$ cat config.mk
export PLATFORM = sky130hd
export DESIGN_NAME = pll_freq_calc
export DESIGN_NICKNAME = d
export VERILOG_FILES = /design/src/rtl/pll_calc_pkg.sv /design/src/rtl/pll_refclk_sel.sv /design/src/rtl/pll_serial_div.sv /design/src/rtl/pll_freq_calc.sv
export SDC_FILE = /design/constraint.sdc
export NUM_CORES = 1
export LEC_CHECK = 0
export CAP_MARGIN = 20
export CORE_MARGIN = 8
export CORE_UTILIZATION = 40
export CTS_CLUSTER_DIAMETER = 200
export CTS_CLUSTER_SIZE = 30
export DETAILED_ROUTE_END_ITERATION = 7
export GPL_ROUTABILITY_DRIVEN = 0
export GPL_TIMING_DRIVEN = 0
export PLACE_DENSITY = 0.57
export SETUP_SLACK_MARGIN = 0.2
export SLEW_MARGIN = 10
export SYNTH_ARGS = -nofsm -noshare
export SYNTH_HDL_FRONTEND = slang
export SYNTH_SLANG_ARGS = --single-unit
$ cat constraint.sdc
create_clock -name clk_i -period 10.6 [get_ports clk_i]
set_input_delay 1.59 -clock clk_i [delete_from_list [all_inputs] [get_ports clk_i]]
set_output_delay 1.59 -clock clk_i [all_outputs]
set_load 0.005 [all_outputs]
$ cat src/rtl/pll_calc_pkg.sv
package pll_calc_pkg;
  typedef enum logic [2:0] {
    ST_IDLE,
    ST_DIV1,
    ST_DIV2,
    ST_MUL,
    ST_DIV3,
    ST_DIV4
  } calc_st_e;
endpackage

$ cat src/rtl/pll_refclk_sel.sv
module pll_refclk_sel #(
  parameter int unsigned SW     = 32,
  parameter int unsigned S25_BIT = 23,
  parameter int unsigned S48_BIT = 24,
  parameter int unsigned HZ_25  = 25000000,
  parameter int unsigned HZ_48  = 48000000,
  parameter int unsigned HZ_24  = 24000000
) (
  input  logic [SW-1:0] strap_i,
  output logic [31:0]   ref_hz_o
);
  // 25 MHz strap wins over 48 MHz strap
  always_comb begin
    if (strap_i[S25_BIT])      ref_hz_o = HZ_25;
    else if (strap_i[S48_BIT]) ref_hz_o = HZ_48;
    else                       ref_hz_o = HZ_24;
  end
endmodule

$ cat src/rtl/pll_serial_div.sv
module pll_serial_div #(
  parameter int unsigned W = 32
) (
  input  logic         clk_i,
  input  logic         rst_ni,
  input  logic         go_i,
  input  logic [W-1:0] num_i,
  input  logic [W-1:0] den_i,
  output logic [W-1:0] quo_o,
  output logic         done_o
);
  localparam int unsigned CW = $clog2(W + 1);

  logic [W-1:0]  rem_q, quo_q, den_q;
  logic [CW-1:0] cnt_q;
  logic          run_q;
  logic [W:0]    shifted, diff;

  assign shifted = {rem_q, quo_q[W-1]};
  assign diff    = shifted - {1'b0, den_q};
  assign quo_o   = quo_q;

  always_ff @(posedge clk_i or negedge rst_ni) begin
    if (!rst_ni) begin
      rem_q  <= '0;
      quo_q  <= '0;
      den_q  <= '0;
      cnt_q  <= '0;
      run_q  <= 1'b0;
      done_o <= 1'b0;
    end else begin
      done_o <= 1'b0;
      if (go_i) begin
        quo_q <= num_i;
        rem_q <= '0;
        den_q <= den_i;
        cnt_q <= CW'(W);
        run_q <= 1'b1;
      end else if (run_q) begin
        if (!diff[W]) begin
          rem_q <= diff[W-1:0];
          quo_q <= {quo_q[W-2:0], 1'b1};
        end else begin
          rem_q <= shifted[W-1:0];
          quo_q <= {quo_q[W-2:0], 1'b0};
        end
        cnt_q <= cnt_q - 1'b1;
        if (cnt_q == CW'(1)) begin
          run_q  <= 1'b0;
          done_o <= 1'b1;
        end
      end
    end
  end

  // the final remainder is below the divisor, so the quotient is the floor
  p_rem_below_den_r4: assert property (@(posedge clk_i) disable iff (!rst_ni)
    done_o |-> (rem_q < den_q));
  // no new division is launched while one is running
  p_no_overlap_r4: assert property (@(posedge clk_i) disable iff (!rst_ni)
    go_i |-> !run_q);
endmodule

$ cat src/rtl/pll_freq_calc.sv
module pll_freq_calc
  import pll_calc_pkg::*;
#(
  parameter int unsigned W        = 32,
  parameter int unsigned N_LSB    = 0,
  parameter int unsigned N_W      = 5,
  parameter int unsigned M_LSB    = 5,
  parameter int unsigned M_W      = 8,
  parameter int unsigned P_LSB    = 13,
  parameter int unsigned P_W      = 6,
  parameter int unsigned OFF_BIT  = 19,
  parameter int unsigned BYP_BIT  = 20,
  parameter int unsigned PDIV_LSB = 23,
  parameter int unsigned PDIV_W   = 3,
  parameter int unsigned BUS_DIV  = 4,
  parameter int unsigned S25_BIT  = 23,
  parameter int unsigned S48_BIT  = 24
) (
  input  logic        clk_i,
  input  logic        rst_ni,
  input  logic        start_i,
  input  logic [31:0] pll_param_i,
  input  logic [31:0] clk_sel_i,
  input  logic [31:0] strap_i,
  output logic        busy_o,
  output logic        done_o,
  output logic [31:0] pll_hz_o,
  output logic [31:0] bus_hz_o
);
  calc_st_e          st_q;
  logic [W-1:0]      num_q, den_q, mult_q, pll_q, clkin_q;
  logic [P_W-1:0]    p_q;
  logic [PDIV_W-1:0] pdiv_q;
  logic              off_q, byp_q, go_q;
  logic [31:0]       ref_hz;
  logic [W-1:0]      dv_quo;
  logic              dv_done;

  pll_refclk_sel #(.SW(32), .S25_BIT(S25_BIT), .S48_BIT(S48_BIT)) u_ref (
    .strap_i (strap_i),
    .ref_hz_o(ref_hz)
  );

  pll_serial_div #(.W(W)) u_div (
    .clk_i (clk_i),
    .rst_ni(rst_ni),
    .go_i  (go_q),
    .num_i (num_q),
    .den_i (den_q),
    .quo_o (dv_quo),
    .done_o(dv_done)
  );

  assign busy_o = (st_q != ST_IDLE);

  always_ff @(posedge clk_i or negedge rst_ni) begin
    if (!rst_ni) begin
      st_q     <= ST_IDLE;
      num_q    <= '0;
      den_q    <= '0;
      mult_q   <= '0;
      pll_q    <= '0;
      clkin_q  <= '0;
      p_q      <= '0;
      pdiv_q   <= '0;
      off_q    <= 1'b0;
      byp_q    <= 1'b0;
      go_q     <= 1'b0;
      done_o   <= 1'b0;
      pll_hz_o <= '0;
      bus_hz_o <= '0;
    end else begin
      go_q   <= 1'b0;
      done_o <= 1'b0;
      unique case (st_q)
        ST_IDLE: if (start_i) begin
          clkin_q <= W'(ref_hz);
          p_q     <= pll_param_i[P_LSB +: P_W];
          pdiv_q  <= clk_sel_i[PDIV_LSB +: PDIV_W];
          off_q   <= pll_param_i[OFF_BIT];
          byp_q   <= pll_param_i[BYP_BIT];
          if (pll_param_i[OFF_BIT]) begin
            mult_q <= '0;
            st_q   <= ST_MUL;
          end else if (pll_param_i[BYP_BIT]) begin
            mult_q <= W'(1);
            st_q   <= ST_MUL;
          end else begin
            num_q <= W'(pll_param_i[M_LSB +: M_W]) + W'(1);
            den_q <= W'(pll_param_i[N_LSB +: N_W]) + W'(1);
            go_q  <= 1'b1;
            st_q  <= ST_DIV1;
          end
        end
        ST_DIV1: if (dv_done) begin
          num_q <= dv_quo;
          den_q <= W'(p_q) + W'(1);
          go_q  <= 1'b1;
          st_q  <= ST_DIV2;
        end
        ST_DIV2: if (dv_done) begin
          mult_q <= dv_quo;
          st_q   <= ST_MUL;
        end
        ST_MUL: begin
          pll_q <= clkin_q * mult_q;
          num_q <= clkin_q * mult_q;
          den_q <= W'(pdiv_q) + W'(1);
          go_q  <= 1'b1;
          st_q  <= ST_DIV3;
        end
        ST_DIV3: if (dv_done) begin
          num_q <= dv_quo;
          den_q <= W'(BUS_DIV);
          go_q  <= 1'b1;
          st_q  <= ST_DIV4;
        end
        ST_DIV4: if (dv_done) begin
          pll_hz_o <= 32'(pll_q);
          bus_hz_o <= 32'(dv_quo);
          done_o   <= 1'b1;
          st_q     <= ST_IDLE;
        end
        default: st_q <= ST_IDLE;
      endcase
    end
  end

  p_done_pulse_r7: assert property (@(posedge clk_i) disable iff (!rst_ni)
    done_o |=> !done_o);
  p_done_idle_r7: assert property (@(posedge clk_i) disable iff (!rst_ni)
    done_o |-> !busy_o);
  p_ignore_start_r6: assert property (@(posedge clk_i) disable iff (!rst_ni)
    (busy_o && start_i) |=> ($stable(clkin_q) && $stable(p_q) && $stable(pdiv_q) && $stable(off_q)));
  p_hold_pll_r9: assert property (@(posedge clk_i) disable iff (!rst_ni)
    !$stable(pll_hz_o) |-> done_o);
  p_hold_bus_r9: assert property (@(posedge clk_i) disable iff (!rst_ni)
    !$stable(bus_hz_o) |-> done_o);
  p_off_zero_r2: assert property (@(posedge clk_i) disable iff (!rst_ni)
    (done_o && off_q) |-> (pll_hz_o == 32'd0 && bus_hz_o == 32'd0));
  p_bypass_ref_r3: assert property (@(posedge clk_i) disable iff (!rst_ni)
    (done_o && byp_q && !off_q) |-> (pll_hz_o == 32'(clkin_q)));
  p_bus_le_pll_r5: assert property (@(posedge clk_i) disable iff (!rst_ni)
    done_o |-> (bus_hz_o <= pll_hz_o));
endmodule

==> flow_results.org <==
** Logic synthesis
- Yosys warns :: 0
- Averaged over all synthesized cells, the footprint is 9.382 um2.
- Sequential-to-total area share from yosys stat :: 32.43%
- Largest cells by area after synthesis :: sky130_fd_sc_hd__dfrtp_1 32%, sky130_fd_sc_hd__fa_1 19%, sky130_fd_sc_hd__ha_1 9.5%
- Most instantiated cells after synthesis :: 382 x sky130_fd_sc_hd__nand2_1, 317 x sky130_fd_sc_hd__inv_1, 249 x sky130_fd_sc_hd__dfrtp_1
- After synthesis the netlist holds a flip-flop and latch count of 249.
- Most frequently used cell type in the post-synthesis netlist :: sky130_fd_sc_hd__nand2_1
- Yosys mapped the design onto 65 distinct sky130hd cell types.
- EDFF count, synth :: 0
- After synthesis, the largest area contributor takes up 32.43% of total cell area.
- Most area-hungry cell type in the Yosys netlist :: sky130_fd_sc_hd__dfrtp_1
- Synthesis produced 2048 cells.
- Top flip-flop cell by instance count after synthesis :: sky130_fd_sc_hd__dfrtp_1
- Summing every instance area after synthesis gives 19210 um2.
- FFs w/ async S/R, synth :: 100.0%

** Layout
- Across the whole layout, storage elements account for 6231 um2.
- Filler cell count in the final layout :: 4698
- Final standard cell utilization of the core :: 44.79%
- Of the cells placed in the final design, the portion with a size suffix greater than 1 is 1.715%.
- 0 antenna diodes ended up in the layout.
- At the end of the flow, the number of nets in the layout was 2582.
- From synthesis to final layout, the design area changed by 10.85%.
- Once layout is done, the placed cells without fillers occupy 21300 um2.
- Area of combinational cells with multiple inputs :: 11440 um2

** Floorplan
- Starting density of the core :: 40.41%
- The die is 235.2 um tall.
- Number of standard-cell rows in the floorplan :: 80
- 165 I/O pins were placed.
- Core region area :: 47550 um2
- From left edge to right edge, the die measures 235.2 um.
- Area of the die :: 55300 um2

** Clock network
- The later pin in the worst-skew pair is clocked with a latency of 0.49 ns.
- The clock net in this run drives a total of 249 sinks.
- Gates resized, CTS repair :: 0
- Max H-tree Level :: 1
- After clock tree synthesis, the clock-pin slew on the worst setup and hold paths is 0.12 ns.
- Post-CTS repair timing setup buffer count :: 0
- TritonCTS built the clock tree.
- TritonCTS created 12 clock buffers.
- Number of hold-repair buffers added at the cts stage :: 0
- The tree is rooted in a sky130_fd_sc_hd__clkbuf_16.
- Counting along the longest clock path gives a buffer depth of 3.

** Power and ir drop
- Maximum vdd drop :: 142.1 uV
- The analysis attributes to cell leakage a power of 10.97 nW.
- Dividing total power by cell area gives a power density of 179.3 nW/um2.
- Final Power :: 3.818 mW

** Setup path
- Critical Setup Path Class :: reg -> reg
- For the worst flop-to-flop path, the logic depth is 28.
- In this run the register-to-register setup slack is 1.91 ns.
- Crit. End Element :: flop
- Data on the critical path is required at its endpoint by 10.99 ns.
- Dominant cell type by count on the critical path :: sky130_fd_sc_hd__fa_1
- Startpoint of the most critical register-to-register path :: clkin_q[24]$_DFFE_PN0P_
- Data arrival at the endpoint of the critical path :: 9.08 ns
- The worst register-to-register path ends at num_q[31]$_DFFE_PN0P_.
- Biggest cell delay along the critical path :: 0.58 ns
- Critical path startpoint category :: flop
- Crit Path Max Fanout :: 10
- The largest individual stage delay along the critical path comes from the cell sky130_fd_sc_hd__fa_1.

** Routing
- The detail route stage leaves a number of antenna-violating nets equal to 0.
- Dividing the detail-routed wire length by the instance count gives 19.69 um.
- DRC viols :: 0
- In the routed layout, each cell is associated on average with a via count of 5.167.
- The routed layout has 14320 vias.
- Pre-antenna DRT Iters :: 5
- Number of DRC markers in iteration 0 :: 1060
- Routed wire length :: 54590 um

** Global routing
- Pin count of the biggest net entering global routing :: 96
- The initial antenna violation count is 1.
- Vias in the first global route :: 15030
- The total overflow left after global routing is 0.
- The first global-routing pass estimated 86860 um of wire.
- Overall fraction of global-route tracks in use :: 19.71%

** Timing
- Max_slew headroom :: 38.53%
- The number of slew-limit violations in the final report is 0.
- For the finished layout, the period the worst path requires is 8.693 ns.
- At the pin with the least slew margin, the transition time is 0.9221 ns.
- The number of hold violations in the final report is 0.
- Post-route setup TNS :: 0 ns
- Unrepaired setup endpoints after global routing :: false
- For this run, the top clock speed supported by timing is 115.0 MHz.
- Post-route clock skew :: 0.03024 ns
- Total of endpoints with negative setup slack in the final report :: 0
- The worst path uses 82.01% of the clock period.

** Placed design
- DP Area :: 20940 um2
- In this run the tool buffered the top-level ports with 88 buffer cells.
- Half-perimeter wire length after detailed placement :: 44410 um

** Min path
- The tightest min-delay check is of the reg -> reg type.
- Along the worst hold path, the cell count comes to 2.
- Start point of the worst min-delay path :: pll_q[20]$_DFFE_PN0P_
- The path with the worst hold slack has its endpoint at pll_hz_o[20]$_DFFE_PN0P_.

** Status
- The run finished with clean final reports.

** Flow run
- Count of maximum capacitance violations :: 0
-- per-layer routing --
metal	track usage, %	up-vias	routed length [um]
li1	-	6681	-
met1	27.46	7220	24880
met2	33.10	361	25930
met3	2.095	60	2748
met4	3.886	2	1015
met5	0	-	13
-- final cells by class --
cell class              instances  share of cell area (%)
multi-input cells            1394                   53.71
flip-flops and latches        249                   29.26
inverters                     318                   5.604
repair buffers                 90                   4.418
well taps                     615                   3.613
plain buffers                  92                   1.733
clock buffers                  13                   1.527
clock inverters                 1                  0.1410
-- report_power, final --
group | total (mW) | switching, mW | internal, mW
sequential | 1.55 | 0.297 | 1.26
combinational | 1.72 | 1.04 | 0.681
clock | 0.546 | 0.318 | 0.228
total | 3.82 | 1.65 | 2.17
-- sequential cells by signal, summed over array words and instances, names as in the netlist --
register	flops
bus_hz_o	32
clkin_q	7
den_q	7
done_o	1
go_q	1
mult_q	26
num_q	32
p_q	6
pdiv_q	3
pll_hz_o	26
pll_q	26
st_q	3
u_div.cnt_q	6
u_div.den_q	7
u_div.done_o	1
u_div.quo_o	32
u_div.rem_q	32
u_div.run_q	1
-- cell families after synthesis --
| group | share of synthesized area, % |
|---|---|
| muxes | 2.357 |
| other | 0.01952 |
| DFF | 32.43 |
| xor gates and xnor gates | 4.383 |
| buffers and inverters | 8.134 |
| adders and majority gates | 28.26 |
| AOI/OAI and AO/OA | 8.967 |
| and+or+nand+nor | 15.45 |
-- stage by stage --
step	cells	setup slack (ns)	hold WS, ns
4_1_cts	2772	1.951	0.4929
5_1_grt	2772	1.431	0.5094
3_3_place_gp	2756	-2.860	0.4606
3_5_place_dp	2758	1.990	0.4633
2_1_floorplan	2053	3.416	0.4386
6_report	2772	1.907	0.4855
-- layout by cell type, fill, tap and decap left out, types with 7 or more instances in the layout --
cell                              netlist  final
sky130_fd_sc_hd__a22o_1                31     31
sky130_fd_sc_hd__clkbuf_16              0     13
sky130_fd_sc_hd__a31oi_1                9      9
sky130_fd_sc_hd__clkdlybuf4s50_1        0     87
sky130_fd_sc_hd__or3_1                  7      7
sky130_fd_sc_hd__dfrtp_1              249    249
sky130_fd_sc_hd__mux2i_1               43     43
sky130_fd_sc_hd__clkbuf_1              78     78
sky130_fd_sc_hd__nand2b_1               9      9
sky130_fd_sc_hd__o21ai_0               84     84
sky130_fd_sc_hd__inv_1                317    317
sky130_fd_sc_hd__nand3_1               21     21
sky130_fd_sc_hd__xnor2_1               65     65
sky130_fd_sc_hd__a21o_1                20     20
sky130_fd_sc_hd__a311oi_1               7      7
sky130_fd_sc_hd__a22oi_1               18     18
sky130_fd_sc_hd__buf_1                  7      7
sky130_fd_sc_hd__a21oi_1               39     39
sky130_fd_sc_hd__nor2_1                91     91
sky130_fd_sc_hd__nand2_1              382    382
sky130_fd_sc_hd__nor3_1                15     15
sky130_fd_sc_hd__a211oi_1              28     28
sky130_fd_sc_hd__xor2_1                28     28
sky130_fd_sc_hd__fa_1                 180    180
sky130_fd_sc_hd__ha_1                 146    146
sky130_fd_sc_hd__and2_1                92     92
-- critical path: cells and delay by family (launching register included) --
family / cells / cell delay, ns
AO/OA/AOI/OAI: 5 / 1.10
adder cells (fa/ha/maj): 9 / 4.56
buffers and inverters: 9 / 1.46
flip-flops: 1 / 0.41
AND/OR/NAND/NOR: 4 / 0.65
XOR/XNOR: 1 / 0.39
-- how the worst max path moves through the flow --
| stage | cells past startpoint | start | slack [ns] | endpoint |
|---|---|---|---|---|
| floorplan | 27 | clkin_q[22]$_DFFE_PN0P_ | 3.42 | num_q[28]$_DFFE_PN0P_ |
| global placement | 1 | rst_ni | -2.86 | pll_hz_o[17]$_DFFE_PN0P_ |
| detailed placement | 28 | clkin_q[24]$_DFFE_PN0P_ | 1.99 | num_q[31]$_DFFE_PN0P_ |
| CTS | 28 | clkin_q[24]$_DFFE_PN0P_ | 1.95 | num_q[31]$_DFFE_PN0P_ |
| global route | 28 | clkin_q[24]$_DFFE_PN0P_ | 1.43 | num_q[31]$_DFFE_PN0P_ |
| finish | 28 | clkin_q[24]$_DFFE_PN0P_ | 1.91 | num_q[31]$_DFFE_PN0P_ |
(Power assumes the default switching activity.)
